**src/rtl/tt_pkg.sv**
```systemverilog
package tt_pkg;
    localparam int TT_CMPW = 8;
    localparam int TT_CFGW = 22;

    typedef enum logic [1:0] {
        MODE_ANY   = 2'b00,
        MODE_USER  = 2'b01,
        MODE_SUPER = 2'b10,
        MODE_ANY2  = 2'b11
    } tt_mode_e;

    typedef struct packed {
        logic [1:0]         cmode;
        logic               wprot;
        tt_mode_e           mode;
        logic               en;
        logic [TT_CMPW-1:0] mask;
        logic [TT_CMPW-1:0] base;
    } tt_win_t;
endpackage

```
**src/rtl/tt_win_reg.sv**
```systemverilog
module tt_win_reg
    import tt_pkg::*;
(
    input  logic               clk,
    input  logic               rst_n,
    input  logic               we,
    input  logic [TT_CFGW-1:0] wdata,
    output tt_win_t            cfg
);
    always_ff @(posedge clk) begin
        if (!rst_n) begin
            cfg <= '0;
        end else if (we) begin
            cfg <= tt_win_t'(wdata);
        end
    end
endmodule

```
**src/rtl/tt_win_match.sv**
```systemverilog
module tt_win_match
    import tt_pkg::*;
(
    input  tt_win_t            cfg,
    input  logic [TT_CMPW-1:0] addr_hi,
    input  logic               super_acc,
    output logic               hit
);
    logic mode_ok;
    logic addr_ok;

    always_comb begin
        unique case (cfg.mode)
            MODE_USER:  mode_ok = !super_acc;
            MODE_SUPER: mode_ok = super_acc;
            default:    mode_ok = 1'b1;
        endcase
        addr_ok = (((addr_hi ^ cfg.base) & ~cfg.mask) == '0);
        hit     = cfg.en && mode_ok && addr_ok;
    end
endmodule

```
**src/rtl/tt_pick.sv**
```systemverilog
module tt_pick #(
    parameter int NWIN = 2,
    localparam int IW  = (NWIN > 1) ? $clog2(NWIN) : 1
) (
    input  logic [NWIN-1:0] hits,
    output logic            any,
    output logic [IW-1:0]   idx
);
    always_comb begin
        any = 1'b0;
        idx = '0;
        for (int i = NWIN - 1; i >= 0; i--) begin
            if (hits[i]) begin
                any = 1'b1;
                idx = IW'(i);
            end
        end
    end
endmodule

```
**src/rtl/tt_range_check.sv**
```systemverilog
module tt_range_check
    import tt_pkg::*;
#(
    parameter int NWIN = 2,
    parameter int AW   = 32,
    localparam int IW  = (NWIN > 1) ? $clog2(NWIN) : 1
) (
    input  logic               clk,
    input  logic               rst_n,
    input  logic               cfg_we,
    input  logic [IW-1:0]      cfg_idx,
    input  logic [TT_CFGW-1:0] cfg_data,
    input  logic               lk_valid,
    input  logic [AW-1:0]      lk_addr,
    input  logic               lk_super,
    input  logic               lk_write,
    output logic               rs_valid,
    output logic               rs_hit,
    output logic               rs_bypass,
    output logic               rs_fault,
    output logic [AW-1:0]      rs_paddr,
    output logic [1:0]         rs_cmode,
    output logic [IW-1:0]      rs_win
);
    tt_win_t          cfg [NWIN];
    logic [NWIN-1:0]  hits;
    logic             any_hit;
    logic [IW-1:0]    win_idx;
    tt_win_t          win_cfg;
    logic             fault_d;

    for (genvar g = 0; g < NWIN; g++) begin : g_win
        tt_win_reg u_reg (
            .clk   (clk),
            .rst_n (rst_n),
            .we    (cfg_we && (cfg_idx == IW'(g))),
            .wdata (cfg_data),
            .cfg   (cfg[g])
        );
        tt_win_match u_match (
            .cfg       (cfg[g]),
            .addr_hi   (lk_addr[AW-1 -: TT_CMPW]),
            .super_acc (lk_super),
            .hit       (hits[g])
        );
    end

    tt_pick #(.NWIN(NWIN)) u_pick (
        .hits (hits),
        .any  (any_hit),
        .idx  (win_idx)
    );

    always_comb begin
        win_cfg = cfg[win_idx];
        fault_d = any_hit && lk_write && win_cfg.wprot;
    end

    always_ff @(posedge clk) begin
        if (!rst_n) begin
            rs_valid  <= 1'b0;
            rs_hit    <= 1'b0;
            rs_bypass <= 1'b0;
            rs_fault  <= 1'b0;
            rs_paddr  <= '0;
            rs_cmode  <= '0;
            rs_win    <= '0;
        end else begin
            rs_valid  <= lk_valid;
            rs_hit    <= lk_valid && any_hit;
            rs_bypass <= lk_valid && any_hit && !fault_d;
            rs_fault  <= lk_valid && fault_d;
            rs_paddr  <= (lk_valid && any_hit) ? lk_addr : '0;
            rs_cmode  <= (lk_valid && any_hit) ? win_cfg.cmode : 2'b00;
            rs_win    <= (lk_valid && any_hit) ? win_idx : '0;
        end
    end
endmodule

```
**config.mk**
```make
export PLATFORM = sky130hd
export DESIGN_NAME = tt_range_check
export DESIGN_NICKNAME = d
export VERILOG_FILES = /design/src/rtl/tt_pkg.sv /design/src/rtl/tt_win_reg.sv /design/src/rtl/tt_win_match.sv /design/src/rtl/tt_pick.sv /design/src/rtl/tt_range_check.sv
export SDC_FILE = /design/constraint.sdc
export NUM_CORES = 1
export LEC_CHECK = 0
export BUFFER_PORTS_ARGS = -buffer_cell sky130_fd_sc_hd__buf_2
export CORE_UTILIZATION = 35
export CTS_CLUSTER_SIZE = 12
export DETAILED_ROUTE_END_ITERATION = 8
export GPL_TIMING_DRIVEN = 0
export PLACE_DENSITY = 0.55
export SLEW_MARGIN = 20
export SYNTH_ARGS = -nofsm -noshare
export SYNTH_HDL_FRONTEND = slang
export SYNTH_HIERARCHICAL = 1
export SYNTH_SLANG_ARGS = --single-unit
```
**constraint.sdc**
```tcl
create_clock -name clk -period 2.6 [get_ports clk]
set_clock_uncertainty 0.05 [all_clocks]
set_input_delay 0.26 -clock clk [delete_from_list [all_inputs] [get_ports clk]]
set_output_delay 0.26 -clock clk [all_outputs]
set_load 0.05 [all_outputs]
```
==> results of run 1 <==
[metrics by stage]
stage / setup slack, ns / instances
detailed placement: 0.403 / 478
global route: 0.337 / 494
global placement: 0.413 / 478
CTS: 0.449 / 494
finish: 0.477 / 494
floorplan: 0.665 / 271
[layout make-up]
type | count | area [um^2] | share of cell area [%]
sequential | 83 | 1660 | 41.6
multi-input combinational | 170 | 1330 | 33.2
clock buffer | 11 | 141 | 3.54
timing repair buffer | 99 | 495 | 12.4
buffer | 13 | 151 | 3.79
tap | 108 | 135 | 3.39
inverter | 5 | 18.8 | 0.470
clock inverter | 5 | 61.3 | 1.54
[worst register-to-register path, delay by kind of cell, from the launching register on]
family	cells	cell delay, ns
DFF	1	0.33
xor gates and xnor gates	1	0.22
AOI/OAI and AO/OA	1	0.12
and+or+nand+nor	4	1.01
muxes	1	0.31
[cells by family (layout without fill, tap and decap cells)]
logic type,count (synthesis),in the layout
multiplexers,49,49
buffers and inverters,18,133
adder cells (fa/ha/maj),4,4
XOR/XNOR,16,16
flip-flops,83,83
AO/OA/AOI/OAI,11,11
AND/OR/NAND/NOR,90,90
[layer usage]
metal / global-route usage, % / vias to the layer above / part of all wire (%)
li1: - / 1099 / -
met1: 17.8 / 932 / 48
met2: 23.7 / 82 / 45
met3: 2.96 / 7 / 5.2
met4: 6.20 / 0 / 1.3
met5: 0 / - / 0
[power by group]
part / switching, mW / internal, mW / total [mW] / leakage, nW
clock: 0.463 / 0.474 / 0.937 / 0.0922
combinational: 0.103 / 0.124 / 0.227 / 0.973
sequential: 0.0193 / 1.30 / 1.32 / 0.674
total: 0.585 / 1.90 / 2.49 / 1.74
[how the worst max path moves through the flow]
stage	end	from	depth (start not counted)
5_1_grt	rs_paddr[27]	g_win[1].u_reg/cfg[17]	10
6_report	rs_fault	g_win[0].u_reg/cfg[7]	7
3_3_place_gp	rs_fault	lk_addr[31]	8
3_5_place_dp	rs_fault	lk_addr[31]	8
4_1_cts	rs_paddr[27]	g_win[0].u_reg/cfg[17]	10
2_1_floorplan	rs_fault	g_win[0].u_reg/cfg[2]	7
[registers in the layout, indices dropped and copies added (netlist names)]
register         cells
rs_paddr            32
rs_valid             1
rs_cmode             2
rs_hit               1
rs_bypass            1
rs_win               1
rs_fault             1
g_win.u_reg/cfg     44
[cell usage after synthesis (all sizes together)]
| cell | instances |
|---|---|
| ha | 4 |
| buf | 9 |
| nor2b | 45 |
| and2b | 1 |
| or2 | 1 |
| inv | 5 |
| o22ai | 8 |
| nor2 | 2 |
| or3 | 2 |
| clkbuf | 4 |
| dfxtp | 83 |
| mux2i | 46 |
| o21ai | 2 |
| xnor2 | 16 |
| a21oi | 1 |
| mux2 | 3 |
| nand3 | 1 |
| nor3 | 2 |
| and3 | 1 |
| and2 | 35 |
==> summary.md, run 1 <==
| Metric | Value |
|---|---|
| Max Root-Sink Buffers | 2 |
| Average size of a mapped cell | around 12 um^2 |
| Reg2reg end | rs_fault |
| Cell depth of the worst hold path | 2 |
| Synth-to-layout area growth | 26.4% |
| Cell count of the worst reg-to-reg path | 7 |
| Synthesized net count | around 340 |
| Max rail drop VDD | around 0.25 mV |
| Post-CTS Hold Buffers | 0 |
| Largest cells by area after synthesis | sky130_fd_sc_hd__dfxtp_1, sky130_fd_sc_hd__mux2i_1, sky130_fd_sc_hd__nor2b_1, sky130_fd_sc_hd__and2_1, sky130_fd_sc_hd__xnor2_1 |
| Largest family of logic cells by synthesized area | simple AND/OR/NAND/NOR gates |
| Data required time of the worst path | ~2.8 ns |
| Kind of end point of the critical path | register |
| Compound-Gate Fraction of Synth Area | 2.06% |
| First-pass DRT Iterations | 4 |
| Setup TNS after final layout | 0 ns |
| Simple logic cell fraction of the synthesized area | a little under a fifth |
| Count of cell types in the netlist | 24 |
| Top fanout value on the critical path | 4 |
| Slew at the pin with the worst max-slew slack | between 0.4 and 0.5 ns |
| Register-to-register setup slack | 0.48 ns |
| Startpoint of the lowest-slack hold path | lk_write |
| Buffers & Inverters on Critical Path | 0 |
| Y dimension of the die | ~97 um |
| Instance count of the mapped netlist | 271 |
| Synthesis-stage register bit count | 83 |
| Worst Path Arrival | approximately 2.3 ns |
| DRC violations left | 0 |
| Routed wire length | roughly 6600 um |
| Post-synthesis mux area share | 15.8% |
| Maximum number of pins on one net before global-route repair | 15 |
| Min-Delay Endpoint | rs_bypass |
| Status | finished, final reports clean |
| Antenna-violating nets left | 0 |
| Max Fclk | between 0.4 and 0.5 GHz |
| Total design power | roughly 2.5 mW |
| Antenna Diode Count | 0 |
| Placed wire-length estimate | 4810 um |
| Reg clk slew, reported paths | ~0.090 ns |
| Most common cell after layout, fill and taps aside | sky130_fd_sc_hd__buf_2 |
| Root Driver | sky130_fd_sc_hd__clkbuf_8 |
| Critical-path cell with the highest stage delay | sky130_fd_sc_hd__or3_1 |
| DR WL/cell | around 13 um |
| Largest stage delay on the critical path | 0.35 ns |
| Share of the yosys chip area belonging to registers | 52.6% |
| Placeable core area | 8720 um^2 |
| Die extent in x | approximately 97 um |
| Post CTS Setup Buffer Count | 0 |
| Reported leakage power | between 1.5 and 2 nW |
| Element type at the critical path start | register |
| Avg Vias per Cell | 4.29 |
| H-Tree Depth | 3 |
| Sum of overflow across all layers after global routing | 0 |
| Final-report setup violation count | 0 |
| Initial DRC Count | 21 |
| Max-capacitance violation count | 0 |
| Final core area utilization | a little under half |
| Cell accounting for the most synthesized area | sky130_fd_sc_hd__dfxtp_1 |
| CTS sink cnt | 83 |
| Final design instance area without fill | between 3000 and 4000 um^2 |
| Post-DP Area | roughly 3800 um^2 |
| Total standard cell area after synthesis | between 3000 and 4000 um^2 |
| Type of the worst setup path | register to register |
| Number of input and output port buffers inserted | just under 100 |
| Critical path cell sequence | xnor2_1 > o22ai_1 > or3_1 > nor3_2 > and2b_2 > mux2_4 > and3_1 |
| Synth Area in XOR/XNOR | about 4.4% |
| Clock tree from TritonCTS | yes |
| Fraction of synthesized cell area taken by the top area cell type | around 53% |
| Fill count | about 860 |
| Via count of the first global-routing pass | 2,083 |
| Class of the worst hold path | primary input to register |
| Final count of hold timing violations | 0 |
| Via count | ~2,100 |
| Total routing usage reported by global routing | between 10% and 20% |
| Final Cycle Share | ~80% |
| I/O pin total | 100 |
| Final slew viol count | 0 |
| Commonest cells after routing, fill and taps aside | sky130_fd_sc_hd__buf_2, sky130_fd_sc_hd__dfxtp_1, sky130_fd_sc_hd__mux2i_1 |
| Synth Area in Adders | 1.58% |
| Worst hold-check slack | 0.0539 ns |
| Global-route wire length before repair | 10,300 um |
| Final estimated routing congestion in global placement | 0.705 |
| Total Nets Final | roughly 450 |
| Rel. slew slack | ~68% |
| Starting utilization of the core area | a little over a third |
| Unrepaired setup endpoints after global routing | false |
| Number of instances resized during post-cts repair | 0 |
| DIE AREA | between 9000 and 10,000 um^2 |
| Antenna violations before repair | 0 |
| Num rows | 34 |
| Total CTS buffers | 9 |
| Worst skew pair latency | around 0.34 ns |
| R2r startpoint | g_win[0].u_reg/cfg[7] |
| Power Density | 623 nW/um^2 |
| Min Tclk post-route | between 2 and 2.5 ns |
| Yosys warns | 6 |
| Fraction of layout cells with a size suffix above 1 | roughly 34% |
| Kind of cell adding the most delay to the critical path | simple AND/OR/NAND/NOR gates |
Power figures use the tool's default switching activity.
==> run 2: changes to the inputs <==
--- a/config.mk
+++ b/config.mk
@@ -10,7 +10,7 @@
 export CTS_CLUSTER_SIZE = 12
 export DETAILED_ROUTE_END_ITERATION = 8
 export GPL_TIMING_DRIVEN = 0
-export PLACE_DENSITY = 0.55
+export PLACE_DENSITY = 0.58
 export SLEW_MARGIN = 20
 export SYNTH_ARGS = -nofsm -noshare
 export SYNTH_HDL_FRONTEND = slang
==> constraint.sdc (replaced) <==
create_clock -name clk -period 1.8 [get_ports clk]
set_clock_uncertainty 0.05 [all_clocks]
set_input_delay 0.18 -clock clk [delete_from_list [all_inputs] [get_ports clk]]
set_output_delay 0.18 -clock clk [all_outputs]
set_load 0.05 [all_outputs]
==> summary.md, run 2 (same netlist as run 1, synthesis figures left out) <==
| Metric | Value |
|---|---|
| Status | finished, violations left |
| Failing checks | setup timing |
| Total CTS buffers | 9 |
| Antenna Diode Count | 0 |
| Clock tree from TritonCTS | yes |
| Slew at the pin with the worst max-slew slack | roughly 0.45 ns |
| Final count of hold timing violations | 0 |
| Starting utilization of the core area | a little over a third |
| Initial DRC Count | 53 |
| Kind of end point of the critical path | register |
| Final-report setup violation count | 37 |
| Worst slack at placement | -0.250 ns |
| Via count | about 2,300 |
| Sum of overflow across all layers after global routing | 0 |
| Dpl cells | approximately 480 |
| Data required time of the worst path | 2.00 ns |
| Synth-to-layout area growth | 43.7% |
| Power Density | approximately 860 nW/um^2 |
| Cell count of the worst reg-to-reg path | 7 |
| Num rows | 34 |
| Max rail drop VDD | ~0.46 mV |
| Maximum number of pins on one net before global-route repair | 15 |
| Largest stage delay on the critical path | between 0.3 and 0.4 ns |
| Element type at the critical path start | register |
| Global-route wire length before repair | between 10,000 and 15,000 um |
| I/O pin total | 100 |
| Via count of the first global-routing pass | 2,332 |
| Final Cycle Share | 107% |
| Registers with the most flip-flops | g_win.u_reg/cfg x44, rs_paddr x32, rs_cmode x2 |
| Type of the worst setup path | register to register |
| Unrepaired setup endpoints after global routing | true |
| Antenna-violating nets left | 0 |
| Y dimension of the die | ~97 um |
| Buffers & Inverters on Critical Path | 0 |
| Critical-path cell with the highest stage delay | sky130_fd_sc_hd__or3_1 |
| Most common cell after layout, fill and taps aside | sky130_fd_sc_hd__buf_2 |
| Min Tclk post-route | around 1.9 ns |
| First-pass DRT Iterations | 4 |
| Area used by multi-input combinational logic | 1480 um^2 |
| Number of logic stages on the critical path including buffering | 7 |
| Final slew viol count | 0 |
| CTS sink cnt | 83 |
| Routed wire length | ~7400 um |
| Post-route insts no fill | approximately 530 |
| Combined flip-flop and latch cell area | 1680 um^2 |
| Number of flip-flops in the largest register | 44 |
| Commonest cells after routing, fill and taps aside | sky130_fd_sc_hd__buf_2, sky130_fd_sc_hd__dfxtp_1, sky130_fd_sc_hd__mux2i_1 |
| Avg Vias per Cell | 4.38 |
| Top fanout value on the critical path | 2 |
| Class of the worst hold path | primary input to register |
| Reported leakage power | about 2 nW |
| Post-route setup slack | -0.120 ns |
| Final estimated routing congestion in global placement | slightly below 0.7 |
| Cell depth of the worst hold path | 2 |
| Antenna violations before repair | 0 |
| Die extent in x | ~97 um |
| Final design instance area without fill | between 4000 and 5000 um^2 |
| Worst hold-check slack | around 0.034 ns |
| Placeable core area | 8720 um^2 |
| Placed wire-length estimate | 4680 um |
| Number of input and output port buffers inserted | 99 |
| Reg clk slew, reported paths | approximately 0.08 ns |
| H-Tree Depth | 3 |
| DR WL/cell | between 10 and 15 um |
| Critical path cell sequence | xnor2_2 > o22ai_1 > or3_1 > nor3_2 > and2b_2 > mux2_4 > and3_4 |
| DIE AREA | roughly 9400 um^2 |
| Total Nets Final | 478 |
| Worst skew pair latency | approximately 0.35 ns |
| Root Driver | sky130_fd_sc_hd__clkbuf_8 |
| Final core area utilization | between 50 and 60% |
| Total routing usage reported by global routing | 16.4% |
| Worst Path Arrival | approximately 2.1 ns |
| Max Fclk | 0.521 GHz |
| Rel. slew slack | about 70% |
| Fill count | between 700 and 800 |
| Max Root-Sink Buffers | 2 |
| Post-DP Area | 3810 um^2 |
| Kind of cell adding the most delay to the critical path | simple AND/OR/NAND/NOR gates |
| Max-capacitance violation count | 0 |
| Register with the most flip-flops | g_win.u_reg/cfg |
| DRC violations left | 0 |
| Fraction of layout cells with a size suffix above 1 | a little over two fifths |
-- run 2: changes by cell type in the layout (fill, tap and decap cells not counted), sizes merged --
| cell | before | now |
|---|---|---|
| dlygate4sd3 | 0 | 25 |
| clkinvlp | 3 | 2 |
| buf | 108 | 115 |
| bufinv | 1 | 2 |
-- run 2: power by group --
group	switching [mW]	internal, mW
Combinational	0.170	0.241
Clock	0.690	0.862
Sequential	0.0338	1.89
-- run 2: path summary, 6_finish.rpt --
path                       end              startpoint  slack, ns
hold / removal    rs_paddr[30]             lk_addr[30]       0.03
hold reg to reg    rs_cmode[1]  g_win[0].u_reg/cfg[21]       0.46
setup / recovery      rs_fault   g_win[0].u_reg/cfg[1]      -0.12
setup reg to reg      rs_fault   g_win[0].u_reg/cfg[1]      -0.12
-- run 2: area by class of cell --
cell class	instances	share of cell area [%]
Tap cell	108	2.98
Clock inverter	5	1.85
Multi-Input combinational cell	170	32.6
Timing Repair Buffer	132	18.4
Buffer	12	3.17
Clock buffer	11	3.34
Inverter	5	0.579
Sequential cell	83	37.0
-- run 2: stage by stage --
step                power (mW)  TNS (ns)
floorplan                 2.16   -0.0256
global placement          2.29     -6.85
detailed placement        2.29     -7.40
CTS                       3.91     -4.06
global route              4.05     -5.89
finish                    3.88     -3.35
-- run 2: timing repair --
item / CTS / global route
hold buffers: 25 / 0
endpoints found under the setup margin: 36 / 38
buffers inserted: 6 / 0
hold endpoints to repair: 25 / 0
gates cloned: 1 / 1
pin swaps: 22 / 4
resized for setup: 39 / 10
-- run 2: worst reg2reg max path: cells and delay by family, from the launching register on --
family / cells / cell delay [ns]
multiplexers: 1 / 0.31
AND/OR/NAND/NOR: 4 / 0.89
flip-flops: 1 / 0.35
AO/OA/AOI/OAI: 1 / 0.11
XOR/XNOR: 1 / 0.11
-- run 2: layer usage --
metal | up-vias | wire (um) | global-route usage, % | share of wire (%)
met5 | - | 0 | 0 | 0
met4 | 0 | 196 | 8.04 | 2.6
met3 | 18 | 293 | 4.41 | 4.0
met2 | 57 | 3570 | 26.9 | 48
met1 | 1060 | 3340 | 19.9 | 45
li1 | 1168 | - | - | -
==> run 3: changes to the inputs <==
--- a/config.mk
+++ b/config.mk
@@ -6,7 +6,9 @@
 export NUM_CORES = 1
 export LEC_CHECK = 0
 export BUFFER_PORTS_ARGS = -buffer_cell sky130_fd_sc_hd__buf_2
+export CORE_MARGIN = 2
 export CORE_UTILIZATION = 35
+export CTS_BUF_LIST = sky130_fd_sc_hd__clkbuf_4 sky130_fd_sc_hd__clkbuf_8 sky130_fd_sc_hd__clkbuf_16
 export CTS_CLUSTER_SIZE = 12
 export DETAILED_ROUTE_END_ITERATION = 8
 export GPL_TIMING_DRIVEN = 0
==> summary.md, run 3 (same netlist as run 1, synthesis figures left out) <==
| Metric | Value |
|---|---|
| Final Cycle Share | 109% |
| Avg Vias per Cell | roughly 4.4 |
| Via count | between 2,000 and 2,500 |
| Largest stage delay on the critical path | between 0.3 and 0.4 ns |
| Die extent in x | around 99 um |
| H-Tree Depth | 3 |
| Final count of hold timing violations | 0 |
| Sum of overflow across all layers after global routing | 0 |
| Failing checks | setup timing |
| Worst hold-check slack | ~0.031 ns |
| Clock tree from TritonCTS | yes |
| DRC violations left | 0 |
| Final estimated routing congestion in global placement | around 0.72 |
| Worst Path Arrival | roughly 2.2 ns |
| Placed wire-length estimate | ~4800 um |
| Power share of the clock group | a little under 40% |
| Registers with the most flip-flops | g_win.u_reg/cfg x44, rs_paddr x32, rs_cmode x2 |
| Max rail drop VDD | roughly 0.41 mV |
| First-pass DRT Iterations | 4 |
| Power Density | ~850 nW/um^2 |
| Critical path cell sequence | xnor2_2 > o22ai_2 > or3_4 > nor3_4 > and2b_2 > mux2_4 > and3_4 |
| Routed wire length | 7510 um |
| Antenna Diode Count | 0 |
| Class of the worst hold path | primary input to register |
| Net switching share of the total power | 23.4% |
| Min Tclk post-route | approximately 2.0 ns |
| DR WL/cell | 14.3 um |
| Synth-to-layout area growth | 43.5% |
| Y dimension of the die | between 90 and 100 um |
| Max Fclk | 0.507 GHz |
| Final slew viol count | 0 |
| Antenna-violating nets left | 0 |
| Commonest cells after routing, fill and taps aside | sky130_fd_sc_hd__buf_2, sky130_fd_sc_hd__dfxtp_1, sky130_fd_sc_hd__mux2i_1 |
| Element type at the critical path start | register |
| Data required time of the worst path | around 2 ns |
| DIE AREA | 9800 um^2 |
| CTS sink cnt | between 80 and 90 |
| Unrepaired setup endpoints after global routing | true |
| Critical-path cell with the highest stage delay | sky130_fd_sc_hd__or3_4 |
| Fraction of layout cells with a size suffix above 1 | a little over two fifths |
| Number of input and output port buffers inserted | between 90 and 100 |
| Type of the worst setup path | register to register |
| Reported leakage power | approximately 2.0 nW |
| Num rows | 34 |
| Share of total power in combinational logic | roughly a tenth |
| Status | finished, violations left |
| Worst skew pair latency | 0.35 ns |
| Proportion of power drawn by flip-flops and latches | just under 50% |
| Internal power | approximately 3.0 mW |
| Root Driver | sky130_fd_sc_hd__clkbuf_8 |
| Slew at the pin with the worst max-slew slack | ~0.46 ns |
| Post-route setup slack | -0.170 ns |
| Initial DRC Count | 31 |
| Total design power | slightly below 4 mW |
| Antenna violations before repair | 0 |
| I/O pin total | 100 |
| Maximum number of pins on one net before global-route repair | 16 |
| Switch Pwr | just over 0.9 mW |
| Reg clk slew, reported paths | approximately 0.090 ns |
| Rel. slew slack | 69.2% |
| Top fanout value on the critical path | 2 |
| Total CTS buffers | 9 |
| Max-capacitance violation count | 0 |
| Final-report setup violation count | 37 |
| Starting utilization of the core area | ~36% |
| Most common cell after layout, fill and taps aside | sky130_fd_sc_hd__buf_2 |
| Via count of the first global-routing pass | 2,326 |
| Total Nets Final | between 400 and 500 |
| Register with the most flip-flops | g_win.u_reg/cfg |
| Kind of cell adding the most delay to the critical path | simple AND/OR/NAND/NOR gates |
| Global-route wire length before repair | roughly 11,000 um |
| Buffers & Inverters on Critical Path | 0 |
| Fill count | between 800 and 900 |
| Total routing usage reported by global routing | between 10% and 20% |
| Max Root-Sink Buffers | 2 |
| Number of flip-flops in the largest register | 44 |
| Placeable core area | just under 9000 um^2 |
| Kind of end point of the critical path | register |
## run 3: cell type report
type                       count  area (um^2)  share of cell area, %
sequential                    83         1680                   37.0
multi-input combinational    170         1480                   32.7
timing repair buffer         130          820                   18.1
buffer                        13          155                   3.42
clock buffer                  10          138                   3.04
tap                          108          135                   2.98
clock inverter                 6         96.3                   2.13
inverter                       5         26.3                  0.580
timing repair inverter         1         3.75                 0.0828
## run 3: final timing paths
path	startpoint	slack (ns)	cells after the start	to
max	g_win[1].u_reg/cfg[5]	-0.17	7	rs_fault
min	lk_addr[30]	0.03	2	rs_paddr[30]
max reg2reg	g_win[1].u_reg/cfg[5]	-0.17	7	rs_fault
min reg2reg	g_win[0].u_reg/cfg[20]	0.45	2	rs_cmode[0]
## run 3: per-stage QoR
step / setup slack (ns) / cell area, um^2 / std cells / utilization, % / TNS, ns
final: -0.170 / 4530 / 526 / 52.0 / -3.56
after global routing: -0.235 / 4530 / 526 / 52.0 / -7.00
after CTS: -0.146 / 4470 / 524 / 51.3 / -3.42
after detailed placement: -0.276 / 3810 / 478 / 43.7 / -8.14
after global placement: -0.248 / 3810 / 478 / 43.7 / -6.97
after floorplan: -0.0256 / 3180 / 271 / - / -0.0256
## run 3: layer usage
layer / global-route usage [%] / vias up / part of all wire [%]
met2: 26.0 / 56 / 50
met4: 5.69 / 0 / 1.3
met1: 18.6 / 1056 / 45
met5: 0 / - / 0
li1: - / 1172 / -
met3: 3.26 / 6 / 4.0
## run 3: power by group through the flow
stage	registers, mW	logic, mW	clock network (mW)
6_report	1.92	0.412	1.54
5_1_grt	1.93	0.444	1.68
4_1_cts	1.92	0.405	1.59
3_5_place_dp	1.96	0.335	0
3_3_place_gp	1.96	0.331	0
2_1_floorplan	1.96	0.206	0
## run 3: repair_timing
item | in CTS | in global routing
gates resized for setup | 40 | 7
setup endpoints to repair | 38 | 38
setup buffers | 2 | 1
endpoints found under the hold margin | 25 | 0
hold buffers | 25 | 0
cloned | 3 | 1
pin swaps | 23 | 5
